## config.mk

```make
export PLATFORM = sky130hd
export DESIGN_NAME = sdac_front
export DESIGN_NICKNAME = d
export VERILOG_FILES = /design/src/rtl/sdac_pkg.sv /design/src/rtl/sdac_sync.sv /design/src/rtl/sdac_shift.sv /design/src/rtl/sdac_hold.sv /design/src/rtl/sdac_front.sv
export SDC_FILE = /design/constraint.sdc
export NUM_CORES = 1
export LEC_CHECK = 0
export ABC_CLOCK_PERIOD_IN_PS = 1500
export CELL_PAD_IN_SITES_DETAIL_PLACEMENT = 0
export CELL_PAD_IN_SITES_GLOBAL_PLACEMENT = 2
export CORE_ASPECT_RATIO = 2
export CORE_MARGIN = 1.5
export CORE_UTILIZATION = 38
export DETAILED_ROUTE_END_ITERATION = 8
export DONT_BUFFER_PORTS = 1
export HOLD_SLACK_MARGIN = 0.05
export PLACE_DENSITY_LB_ADDON = 0.3
export RECOVER_POWER = 25
export SYNTH_ARGS = -nofsm -noshare
export SYNTH_HDL_FRONTEND = slang
export SYNTH_SLANG_ARGS = --single-unit
```

## constraint.sdc

```tcl
create_clock -name clk -period 1.5 [get_ports clk]
set_input_delay 0.3 -clock clk [delete_from_list [all_inputs] [get_ports clk]]
set_output_delay 0.3 -clock clk [all_outputs]
set_load 0.02 [all_outputs]
```

## src/rtl/sdac_pkg.sv

```systemverilog
package sdac_pkg;
    localparam int unsigned CODE_W_DEF = 12;
    localparam int unsigned SYNC_DEF   = 2;

    typedef enum logic {
        ST_HOLD  = 1'b0,
        ST_TRACK = 1'b1
    } load_state_e;
endpackage

```

## src/rtl/sdac_sync.sv

```systemverilog
module sdac_sync #(
    parameter int unsigned STAGES    = 2,
    parameter logic        RESET_VAL = 1'b0
) (
    input  logic clk,
    input  logic rst_n,
    input  logic din,
    output logic dout
);
    logic [STAGES-1:0] chain_q;

    generate
        for (genvar s = 0; s < STAGES; s++) begin : g_stage
            always_ff @(posedge clk or negedge rst_n) begin
                if (!rst_n) begin
                    chain_q[s] <= RESET_VAL;
                end else if (s == 0) begin
                    chain_q[s] <= din;
                end else begin
                    chain_q[s] <= chain_q[(s == 0) ? 0 : s-1];
                end
            end
        end
    endgenerate

    assign dout = chain_q[STAGES-1];
endmodule

```

## src/rtl/sdac_shift.sv

```systemverilog
module sdac_shift #(
    parameter int unsigned WIDTH = 12
) (
    input  logic             clk,
    input  logic             rst_n,
    input  logic             sclk_s,
    input  logic             sdi_s,
    output logic [WIDTH-1:0] shift_o
);
    logic             sclk_prev_q;
    logic             rise;
    logic [WIDTH-1:0] shift_q;

    assign rise = sclk_s & ~sclk_prev_q;

    always_ff @(posedge clk or negedge rst_n) begin
        if (!rst_n) begin
            sclk_prev_q <= 1'b0;
            shift_q     <= '0;
        end else begin
            sclk_prev_q <= sclk_s;
            if (rise) begin
                shift_q <= {shift_q[WIDTH-2:0], sdi_s};
            end
        end
    end

    assign shift_o = shift_q;


    shift_only_on_rise_chk: assert property (@(posedge clk) disable iff (!rst_n)
        (!sclk_s || sclk_prev_q) |=> $stable(shift_q));
endmodule

```

## src/rtl/sdac_hold.sv

```systemverilog
module sdac_hold
    import sdac_pkg::*;
#(
    parameter int unsigned WIDTH = 12
) (
    input  logic             clk,
    input  logic             rst_n,
    input  logic             ld_s_n,
    input  logic [WIDTH-1:0] shift_i,
    output logic [WIDTH-1:0] code_o
);
    load_state_e      state_q, state_d;
    logic [WIDTH-1:0] code_q;

    always_comb begin
        state_d = state_q;
        unique case (state_q)
            ST_HOLD:  if (!ld_s_n) state_d = ST_TRACK;
            ST_TRACK: if (ld_s_n)  state_d = ST_HOLD;
            default:  state_d = ST_HOLD;
        endcase
    end

    always_ff @(posedge clk or negedge rst_n) begin
        if (!rst_n) begin
            state_q <= ST_HOLD;
        end else begin
            state_q <= state_d;
        end
    end

    always_ff @(posedge clk or negedge rst_n) begin
        if (!rst_n) begin
            code_q <= '0;
        end else begin
            unique case (state_q)
                ST_TRACK: code_q <= shift_i;
                ST_HOLD:  code_q <= code_q;
                default:  code_q <= code_q;
            endcase
        end
    end

    assign code_o = code_q;


    hold_keeps_code_chk: assert property (@(posedge clk) disable iff (!rst_n)
        (state_q == ST_HOLD) |=> $stable(code_q));


    track_follows_shift_chk: assert property (@(posedge clk) disable iff (!rst_n)
        (state_q == ST_TRACK) |=> (code_q == $past(shift_i)));
endmodule

```

## src/rtl/sdac_front.sv

```systemverilog
module sdac_front
    import sdac_pkg::*;
#(
    parameter int unsigned CODE_W      = CODE_W_DEF,
    parameter int unsigned SYNC_STAGES = SYNC_DEF
) (
    input  logic              clk,
    input  logic              rst_n,
    input  logic              sclk,
    input  logic              sdi,
    input  logic              ld_n,
    output logic [CODE_W-1:0] code
);
    logic              sclk_s;
    logic              sdi_s;
    logic              ld_s_n;
    logic [CODE_W-1:0] shift_w;

    sdac_sync #(.STAGES(SYNC_STAGES), .RESET_VAL(1'b0)) u_sync_sclk (
        .clk(clk), .rst_n(rst_n), .din(sclk), .dout(sclk_s));
    sdac_sync #(.STAGES(SYNC_STAGES), .RESET_VAL(1'b0)) u_sync_sdi (
        .clk(clk), .rst_n(rst_n), .din(sdi), .dout(sdi_s));
    sdac_sync #(.STAGES(SYNC_STAGES), .RESET_VAL(1'b1)) u_sync_ld (
        .clk(clk), .rst_n(rst_n), .din(ld_n), .dout(ld_s_n));

    sdac_shift #(.WIDTH(CODE_W)) u_shift (
        .clk(clk), .rst_n(rst_n), .sclk_s(sclk_s), .sdi_s(sdi_s),
        .shift_o(shift_w));

    sdac_hold #(.WIDTH(CODE_W)) u_hold (
        .clk(clk), .rst_n(rst_n), .ld_s_n(ld_s_n), .shift_i(shift_w),
        .code_o(code));


    reset_zero_chk: assert property (@(posedge clk)
        !rst_n |-> (code == '0 && shift_w == '0));


    strobe_high_freeze_chk: assert property (@(posedge clk) disable iff (!rst_n)
        (ld_s_n && $past(ld_s_n)) |=> $stable(code));
endmodule

```

==> results of run 1 <==
## power groups by stage
stage          Combinational, uW  Sequential [uW]  Clock (uW)
2_1_floorplan                347             1480           0
3_3_place_gp                 356             1550           0
3_5_place_dp                 366             1560           0
4_1_cts                      403             1540         624
5_1_grt                      427             1570         662
6_report                     389             1530         587
## sequential cells by signal, summed over array words and instances (netlist names)
| signal | count |
|---|---|
| u_hold.code_o | 12 |
| u_shift.sclk_prev_q | 1 |
| u_sync_sclk.chain_q | 1 |
| u_hold.state_q | 1 |
| u_sync_ld.chain_q | 1 |
| u_sync_sdi.dout | 1 |
| u_sync_ld.dout | 1 |
| u_sync_sdi.chain_q | 1 |
| u_shift.shift_o | 12 |
| u_sync_sclk.dout | 1 |
## layout make-up
| type | instances | area (sq um) |
|---|---|---|
| flip-flops and latches | 32 | 803 |
| clock buffers | 6 | 72.6 |
| inverters | 1 | 3.75 |
| clock inverters | 1 | 5.00 |
| multi-input cells | 25 | 322 |
| repair buffers | 6 | 52.6 |
| well taps | 30 | 37.5 |
| fillers | 267 | 1650 |
## metrics by stage
| step | worst slack [ns] | hold WS [ns] | util | power (uW) | area, sq um |
|---|---|---|---|---|---|
| after floorplan | 0.409 | 0.00441 | - | 1830 | 1160 |
| after global placement | 0.246 | 0.00539 | 0.399 | 1900 | 1170 |
| after detailed placement | 0.211 | 0.00541 | 0.399 | 1920 | 1170 |
| after CTS | 0.204 | 0.353 | 0.446 | 2570 | 1310 |
| after global routing | 0.159 | 0.354 | 0.440 | 2660 | 1300 |
| final | 0.218 | 0.350 | 0.440 | 2510 | 1300 |
## cell usage in the layout, fill, tap and decap left out
master / synthesis / layout
clkbuf_8: 0 / 5
dlygate4sd3_1: 0 / 4
nor2b_4: 1 / 1
dfstp_2: 2 / 2
mux2_2: 14 / 14
clkbuf_2: 0 / 1
inv_1: 1 / 1
buf_4: 1 / 1
dfrtp_1: 30 / 30
mux2_4: 10 / 10
clkbuf_1: 0 / 1
clkinv_2: 0 / 1
## per-layer routing
layer,global-route usage,share of wire,vias to the layer above
met5,0,0,-
met4,0.0871,0.041,0
met3,0.0489,0.050,6
met2,0.161,0.49,15
met1,0.126,0.42,250
li1,-,-,223
## kinds of logic (layout without fill, tap and decap cells)
kind of cell,Yosys count,after routing,synth area share
AND/OR/NAND/NOR,1,1,0.0119
multiplexers,24,24,0.266
flip-flops,32,32,0.695
buffers and inverters,3,14,0.0271
## how the worst max path moves through the flow
stage	start	endpoint	cells past startpoint
finish	u_shift.sclk_prev_q	u_shift.shift_o[11]	2
CTS	u_shift.sclk_prev_q	u_shift.shift_o[11]	2
global placement	u_shift.sclk_prev_q	u_shift.shift_o[0]	2
floorplan	u_shift.sclk_prev_q	u_shift.shift_o[10]	3
detailed placement	u_shift.sclk_prev_q	u_shift.shift_o[11]	2
global route	u_sync_sclk.dout	u_shift.shift_o[11]	2
==> reports/qor.yml, run 1 <==
yosys:
  synth_cell_types: 8
  async_flop_share: 1.00
  yosysMostFrequentCell: "dfrtp_1"
  syn_avg_cell_area_sq_um: 19.3
  synth_top_area_share: 0.649
  synth_warnings: 0
  synth-main-ff-cell: "dfrtp_1"
  netlist_top_cells_count: "dfrtp_1, mux2_2, mux2_4"
  ys_ff_latch: 32
  synthCells: 60
  synth-edff-count: 0
  syn_area_sq_mm: 0.00116
  yosysTopAreaCell: "dfrtp_1"
  synth_area_leaders: "dfrtp_1, mux2_2, mux2_4"
  synthesis.nets: 65
  seq_area_frac_synth: 0.695
job:
  maxCapViolations: 0
cts:
  insertion_delay_ns: 0.27
  path_clk_slew_ns: 0.05
  cts_setup_buffers: 0
  cts_hold_buf: 5
  cts_max_level: 2
  cts_tree: "built"
  cts_buffers: 5
  cts_buffer_depth: 2
  cts_root_buf: "clkbuf_8"
  ctsResizeCount: 0
  cts_sinks: 32
timing:
  finalSetupTns_ns: 0
  relSlewSlack: 0.491
  layout_worst_path_cycle_share: 0.855
  slew_violations: 0
  clock_skew_ns: 0.00436
  finalHoldViolCount: 0
  rsz0062_at_grt: "no"
  setup_viol_count_final: 0
  max_slew.worst_pin.slew_ns: 0.764
  max_freq_mhz: 780
  period_minus_slack_ns: 1.28
routing:
  drtAntennaViolNets: 0
  wl_per_cell_microns: 15.2
  wirelength_microns: 1530
  post-route-drc-count: 0
  drt-pass1-iter-count: 3
  detail_route.iter0.violations: 4
  num_vias: 494
  viasPerCell: 4.89
pwr:
  powerDensity_mw_per_mm2: 1940
  seqPwrFrac: 0.611
  power_switching_uw: 747
  peakVddDrop_uv: 808
  p_clk_frac: 0.234
  power.internal_uw: 1760
  p_sw_frac: 0.297
  p_leak_uw: 0.000596
  power_frac_comb: 0.155
place:
  dpl.cell_count: 89
  gp_congestion: 0.642
  detailed_place_hpwl_microns: 978
  portBuffers: 0
worst_setup_path:
  endpoint_kind: "flip-flop"
  start_kind: "flip-flop"
  slowest_stage: "dfrtp_1"
  rrSetupSlack_ns: 0.22
  slowest_delay_ns: 0.39
  r2r_cells: 2
  path_buf_inv: 0
  crit_path_max_fanout: 12
  arrival_ns: 1.44
  crit_required_ns: 1.66
  timing.rr.end: "u_shift.shift_o[11]"
  critical_path.top_delay_family: "flip-flops"
  critPathKind: "flip-flop to flip-flop"
  rr_startpoint: "u_shift.sclk_prev_q"
  cp_cell_sequence: "nor2b_4, mux2_2"
layout:
  antennaDiodeCount: 0
  drive_above_1_share: 0.493
  area_growth_pct: 12.1
  final_nets: 76
  final_cells: 101
grt:
  grt_use_total: 0.111
  antenna_found_initial: 0
  grt_max_degree: 33
  grt_pass1_vias: 533
  grt_pass1_wl_microns: 2650
  grt_overflow: 0
die:
  fp.dieH_microns: 81.0
  num_rows: 28
  fp.dieW_microns: 42
  initial_core_util: 0.393
  coreArea_sq_mm: 0.00294
  io-pin-count: 17
  fp.dieArea_sq_mm: 0.00340
min_path:
  worstHoldStart: "u_sync_sdi.chain_q[0]"
  min_path_cells: 0
  hold_path.class: "flip-flop to flip-flop"
  min_to: "u_sync_sdi.dout"
outcome:
  status: "finished clean"
Note: power is estimated with default switching activity, not from simulation.
==> run 2: changes to the inputs <==
--- a/config.mk
+++ b/config.mk
@@ -10,12 +10,13 @@
 export CELL_PAD_IN_SITES_GLOBAL_PLACEMENT = 2
 export CORE_ASPECT_RATIO = 2
 export CORE_MARGIN = 1.5
-export CORE_UTILIZATION = 38
+export CORE_UTILIZATION = 44
 export DETAILED_ROUTE_END_ITERATION = 8
 export DONT_BUFFER_PORTS = 1
 export HOLD_SLACK_MARGIN = 0.05
 export PLACE_DENSITY_LB_ADDON = 0.3
 export RECOVER_POWER = 25
+export SKIP_LAST_GASP = 1
 export SYNTH_ARGS = -nofsm -noshare
 export SYNTH_HDL_FRONTEND = slang
 export SYNTH_SLANG_ARGS = --single-unit
==> reports/qor.yml, run 2 (synthesis gave the netlist of run 1 again) <==
pwr:
  peakVddDrop_uv: 1000  # was 808 uV
  p_leak_uw: 0.000616  # was 0.000596 uW
  powerDensity_mw_per_mm2: 1970  # was 1940 mW/mm^2
grt:
  antenna_found_initial: 0  # unchanged
  grt_max_degree: 33  # unchanged
  grt_overflow: 0  # unchanged
  grt_pass1_wl_microns: 2610  # was 2650 microns
  grt_pass1_vias: 533  # unchanged
  grt_use_total: 0.138  # was 0.111
place:
  dpl.cell_count: 88  # was 89
  detailed_place_hpwl_microns: 943  # was 978 microns
  portBuffers: 0  # unchanged
  gp_congestion: 0.605  # was 0.642
timing:
  period_minus_slack_ns: 1.13  # was 1.28 ns
  clock_skew_ns: 0.00546  # was 0.00436 ns
  slew_violations: 0  # unchanged
  finalHoldViolCount: 0  # unchanged
  max_slew.worst_pin.slew_ns: 0.753  # was 0.764 ns
  finalSetupTns_ns: 0  # unchanged
  rsz0062_at_grt: "no"  # unchanged
  setup_viol_count_final: 0  # unchanged
  relSlewSlack: 0.498  # was 0.491
  layout_worst_path_cycle_share: 0.752  # was 0.855
  max_freq_mhz: 886  # was 780 MHz
job:
  maxCapViolations: 0  # unchanged
outcome:
  status: "finished clean"  # unchanged
layout:
  antennaDiodeCount: 0  # unchanged
  most-common-layout-cells: "dfrtp_1, mux2_2, mux2_4, clkbuf_8, dlygate4sd3_1"  # unchanged
  final_nets: 77  # was 76
  multi_input_area_sq_um: 322  # unchanged
  final_common_cell: "dfrtp_1"  # unchanged
  area_growth_pct: 15.6  # was 12.1%
  drive_above_1_share: 0.507  # was 0.493
  regArea_sq_um: 803  # unchanged
  final_cells: 101  # unchanged
  fillers: 215  # was 267
worst_setup_path:
  cp_cell_sequence: "nor2b_4, buf_12, mux2_2"  # was nor2b_4, mux2_2
  slowest_stage: "dfrtp_1"  # unchanged
  endpoint_kind: "flip-flop"  # unchanged
  critPathKind: "flip-flop to flip-flop"  # unchanged
  slowest_delay_ns: 0.39  # about the same
  crit_path_max_fanout: 12  # unchanged
  start_kind: "flip-flop"  # unchanged
  crit_required_ns: 1.66  # about the same
  arrival_ns: 1.29  # was 1.44 ns
die:
  num_rows: 26  # was 28
  fp.dieW_microns: 39.2  # was 42 microns
  io-pin-count: 17  # unchanged
  initial_core_util: 0.456  # was 0.393
  coreArea_sq_mm: 0.00254  # was 0.00294 sq mm
  fp.dieH_microns: 75.5  # was 81.0 microns
  fp.dieArea_sq_mm: 0.00296  # was 0.00340 sq mm
routing:
  wirelength_microns: 1500  # was 1530 microns
  wl_per_cell_microns: 14.8  # was 15.2 microns
  post-route-drc-count: 0  # unchanged
  viasPerCell: 5.07  # was 4.89
  drtAntennaViolNets: 0  # unchanged
  drt-pass1-iter-count: 2  # was 3
  num_vias: 512  # was 494
  detail_route.iter0.violations: 15  # was 4
cts:
  path_clk_slew_ns: 0.06  # was 0.05 ns
  cts_buffer_depth: 2  # unchanged
  cts_root_buf: "clkbuf_8"  # unchanged
  insertion_delay_ns: 0.28  # was 0.27 ns
  cts_sinks: 32  # unchanged
  cts_buffers: 5  # unchanged
  cts_tree: "built"  # unchanged
  cts_max_level: 2  # unchanged
min_path:
  hold_path.class: "flip-flop to flip-flop"  # unchanged
run 2: per-layer routing:
layer / share of wire / global-route usage / up-vias
li1: - / - / 228
met1: 0.46 / 0.183 / 260
met2: 0.46 / 0.174 / 18
met3: 0.051 / 0.0525 / 6
met4: 0.035 / 0.115 / 0
met5: 0 / 0 / -
run 2: worst max-delay path, delay by kind of cell, from the launching register on:
kind | cells | cell delay [ns]
buffers and inverters | 1 | 0.15
flip-flops | 1 | 0.39
multiplexers | 1 | 0.34
AND/OR/NAND/NOR | 1 | 0.13
run 2: final timing paths:
path	startpoint	slack (ns)	cells past startpoint	end
max	u_shift.sclk_prev_q	0.37	3	u_shift.shift_o[0]
min	u_sync_sclk.chain_q[0]	0.35	0	u_sync_sclk.dout
max reg2reg	u_shift.sclk_prev_q	0.37	3	u_shift.shift_o[0]
min reg2reg	u_sync_sclk.chain_q[0]	0.35	0	u_sync_sclk.dout
max in group asynchronous	rst_n	0.40	2	u_shift.sclk_prev_q
min in group asynchronous	rst_n	0.62	2	u_shift.shift_o[3]
run 2: final cells by class:
class / instances / area share
flip-flops and latches: 32 / 0.601
clock buffers: 8 / 0.0749
repair buffers: 7 / 0.0543
multi-input cells: 25 / 0.241
inverters: 1 / 0.00281
well taps: 28 / 0.0262
run 2: what timing repair did:
| item | CTS | global route |
|---|---|---|
| endpoints found under the setup margin | 0 | 0 |
| hold buffers | 5 | 0 |
| buffers inserted | 0 | 0 |
| hold endpoints to repair | 35 | 0 |
| gates resized for setup | 0 | 0 |
run 2: stage by stage:
stage / worst slack (ns) / area, sq um / utilization / power [uW] / hold WS, ns
2_1_floorplan: 0.409 / 1160 / - / 1830 / 0.00441
3_3_place_gp: 0.389 / 1190 / 0.469 / 1910 / 0.00532
3_5_place_dp: 0.377 / 1190 / 0.469 / 1930 / 0.00508
4_1_cts: 0.367 / 1350 / 0.533 / 2670 / 0.353
5_1_grt: 0.198 / 1340 / 0.527 / 2780 / 0.359
6_report: 0.372 / 1340 / 0.527 / 2630 / 0.351
run 2: where the power goes:
part	switching (uW)	total, uW	internal (uW)
clock	286	704	418
sequential	377	1530	1160
combinational	94.7	394	299
total	758	2630	1870
==> run 3: changes to the inputs <==
--- a/config.mk
+++ b/config.mk
@@ -5,12 +5,13 @@
 export SDC_FILE = /design/constraint.sdc
 export NUM_CORES = 1
 export LEC_CHECK = 0
-export ABC_CLOCK_PERIOD_IN_PS = 1500
+export ABC_AREA = 1
+export ABC_CLOCK_PERIOD_IN_PS = 1000
 export CELL_PAD_IN_SITES_DETAIL_PLACEMENT = 0
 export CELL_PAD_IN_SITES_GLOBAL_PLACEMENT = 2
 export CORE_ASPECT_RATIO = 2
 export CORE_MARGIN = 1.5
-export CORE_UTILIZATION = 44
+export CORE_UTILIZATION = 34
 export DETAILED_ROUTE_END_ITERATION = 8
 export DONT_BUFFER_PORTS = 1
 export HOLD_SLACK_MARGIN = 0.05
==> constraint.sdc (replaced) <==
create_clock -name clk -period 1 [get_ports clk]
set_input_delay 0.2 -clock clk [delete_from_list [all_inputs] [get_ports clk]]
set_output_delay 0.2 -clock clk [all_outputs]
set_load 0.02 [all_outputs]
==> reports/qor.yml, run 3 <==
job:
  maxCapViolations: 0  # unchanged
yosys:
  yosysTopAreaCell: "dfrtp_1"  # unchanged
  syn_avg_cell_area_sq_um: 10.4  # was 19.3 sq um
  synth-main-ff-cell: "dfrtp_1"  # unchanged
  netlist_top_cells_count: "nand2_1, dfrtp_1, inv_1"  # was dfrtp_1, mux2_2, mux2_4
  seq_area_frac_synth: 0.690  # was 0.695
  synth_top_area_share: 0.645  # was 0.649
  async_flop_share: 1.00  # unchanged
  syn_area_sq_mm: 0.00116  # about the same
  synth-edff-count: 0  # unchanged
  synth_cell_types: 12  # was 8
  yosysMostFrequentCell: "nand2_1"  # was dfrtp_1
  synth_area_leaders: "dfrtp_1, nand2_1, nand3_1"  # was dfrtp_1, mux2_2, mux2_4
  ys_ff_latch: 32  # unchanged
  synth_warnings: 0  # unchanged
  synthCells: 112  # was 60
  synthesis.nets: 117  # was 65
die:
  fp.dieH_microns: 85.7  # was 75.5 microns
  fp.dieW_microns: 44.4  # was 39.2 microns
  coreArea_sq_mm: 0.00323  # was 0.00254 sq mm
  io-pin-count: 17  # unchanged
  num_rows: 29  # was 26
  fp.dieArea_sq_mm: 0.00380  # was 0.00296 sq mm
  initial_core_util: 0.360  # was 0.456
cts:
  cts_sinks: 32  # unchanged
  cts_tree: "built"  # unchanged
  cts_buffers: 5  # unchanged
  insertion_delay_ns: 0.28  # about the same
  cts_max_level: 2  # unchanged
  cts_root_buf: "clkbuf_8"  # unchanged
  cts_setup_buffers: 0  # unchanged
  path_clk_slew_ns: 0.06  # about the same
  cts_buffer_depth: 2  # unchanged
pwr:
  p_leak_uw: 0.000665  # was 0.000616 uW
  powerDensity_mw_per_mm2: 2310  # was 1970 mW/mm^2
  peakVddDrop_uv: 1110  # was 1000 uV
grt:
  antenna_found_initial: 0  # unchanged
  grt_overflow: 0  # unchanged
  use_met3: 0.0568  # was 0.0525
  grt_max_degree: 33  # unchanged
  use_met1: 0.138  # was 0.183
  grt_pass1_vias: 752  # was 533
  grt_pass1_wl_microns: 3340  # was 2610 microns
  use_met2: 0.191  # was 0.174
  grt_busiest_layer: "met2"  # was met1
  grt_use_total: 0.126  # was 0.138
worst_setup_path:
  start_kind: "flip-flop"  # unchanged
  rr_startpoint: "u_sync_sclk.dout"  # was u_shift.sclk_prev_q
  rrSetupSlack_ns: 0.09  # was 0.37 ns
  critPathKind: "flip-flop to output pin"  # was flip-flop to flip-flop
  crit_path_max_fanout: 2  # was 12
  arrival_ns: 0.75  # was 1.29 ns
  r2r_cells: 3  # unchanged
  endpoint_kind: "output pin"  # was flip-flop
  timing.rr.end: "u_shift.shift_o[9]"  # was u_shift.shift_o[0]
  crit_required_ns: 0.80  # was 1.66 ns
outcome:
  status: "complete, but fails checks"  # was finished clean
  violations: "DRC"
routing:
  post-route-drc-count: 1  # was 0
  wirelength_microns: 1980  # was 1500 microns
  viasPerCell: 4.84  # was 5.07
  detail_route.iter0.violations: 11  # was 15
  num_vias: 745  # was 512
  drtAntennaViolNets: 0  # unchanged
  drt-pass1-iter-count: 6  # was 2
  wl_per_cell_microns: 12.8  # was 14.8 microns
place:
  portBuffers: 0  # unchanged
  pre_cts_slack_ns: 0.0798  # was 0.377 ns
  detailed_place_hpwl_microns: 1290  # was 943 microns
  gp_congestion: 0.790  # was 0.605
timing:
  rsz0062_at_grt: "no"  # unchanged
  slew_violations: 0  # unchanged
  layout_worst_path_cycle_share: 0.946
  relSlewSlack: 0.715  # was 0.498
  period_minus_slack_ns: 0.946
  max_slew.worst_pin.slew_ns: 0.428  # was 0.753 ns
  finalSetupTns_ns: 0  # unchanged
  finalHoldViolCount: 0  # unchanged
  setup_viol_count_final: 0  # unchanged
  max_freq_mhz: 1060
  final.setup.worst_slack_ns: 0.0536  # was 0.372 ns
  clock_skew_ns: 0.00429  # was 0.00546 ns
layout:
  area_growth_pct: 15.1  # was 15.6%
  final_nets: 127  # was 77
  antennaDiodeCount: 0  # unchanged
  drive_above_1_share: 0.122  # was 0.507
  final_common_cell: "nand2_1"  # was dfrtp_1
  most-common-layout-cells: "nand2_1, dfrtp_1, inv_1, nand3_1, o21ai_0"  # was dfrtp_1, mux2_2, mux2_4, clkbuf_8, dlygate4sd3_1
min_path:
  worstHoldStart: "u_sync_sclk.chain_q[0]"  # unchanged
  min_path_cells: 0  # unchanged
  hold_path.class: "flip-flop to flip-flop"  # unchanged
  min_to: "u_sync_sclk.dout"  # unchanged
run 3: cell count changes in the layout (fill, tap and decap cells not counted), moves of 2 or more:
| cell | previous run | this run |
|---|---|---|
| nand3_1 | 0 | 12 |
| o21ai_0 | 0 | 10 |
| o21ai_1 | 0 | 2 |
| inv_1 | 1 | 13 |
| mux2_2 | 14 | 0 |
| mux2_4 | 10 | 0 |
| nand2_1 | 0 | 36 |
run 3: kinds of logic (layout without fill, tap and decap cells):
| kind of cell | count (synthesis) | after routing | synth area share |
|---|---|---|---|
| AOI/OAI and AO/OA | 12 | 12 | 0.0516 |
| buffers and inverters | 19 | 30 | 0.0849 |
| DFF | 32 | 32 | 0.690 |
| and+or+nand+nor | 49 | 49 | 0.173 |
run 3: what timing repair did:
item	4_1_cts	5_1_grt
hold buffers	5	0
hold endpoints to repair	35	0
gates resized for setup	0	0
run 3: report_power, final:
part	internal (uW)	switching, uW
clock	627	439
combinational	108	148
sequential	1500	267
run 3: metal layers:
metal,vias up,share of wire
met5,-,0
met4,0,0.034
met3,6,0.051
met2,17,0.50
met1,358,0.42
li1,364,-
run 3: worst max-delay path by stage:
stage / startpoint / endpoint / slack (ns) / depth (start not counted)
CTS: u_hold.code_o[0] / code[0] / 0.04 / 0
global route: u_sync_sclk.dout / u_shift.shift_o[5] / 0.005 / 3
floorplan: u_shift.sclk_prev_q / u_shift.shift_o[3] / 0.19 / 5
detailed placement: u_sync_sclk.dout / u_shift.shift_o[0] / 0.08 / 3
global placement: u_sync_sclk.dout / u_shift.shift_o[3] / 0.13 / 3
finish: u_hold.code_o[0] / code[0] / 0.05 / 0
run 3: layout make-up:
class                           count  area (sq um)
Fill cell                         327          1890
Clock buffer                        8           100
Inverter                           14          52.6
Timing Repair Buffer                8          82.6
Sequential cell                    32           803
Tap cell                           31          38.8
Multi-Input combinational cell     61           262
run 3: worst reg2reg max path, delay by kind of cell, from the launching register on:
| family | cells | cell delay, ns |
|---|---|---|
| simple gates | 3 | 0.35 |
| flops | 1 | 0.46 |
run 3: per-stage QoR:
stage          hold slack, ns  instance area (sq um)  utilization  total power (uW)  instances
3_5_place_dp          -0.0950                   1190        0.369              2020        141
2_1_floorplan         -0.0956                   1160            -              1940        112
6_report                0.353                   1340        0.415              3090        154
4_1_cts                 0.359                   1350        0.418              3160        154
3_3_place_gp          -0.0949                   1190        0.369              2010        141
5_1_grt                 0.363                   1340        0.415              3270        154
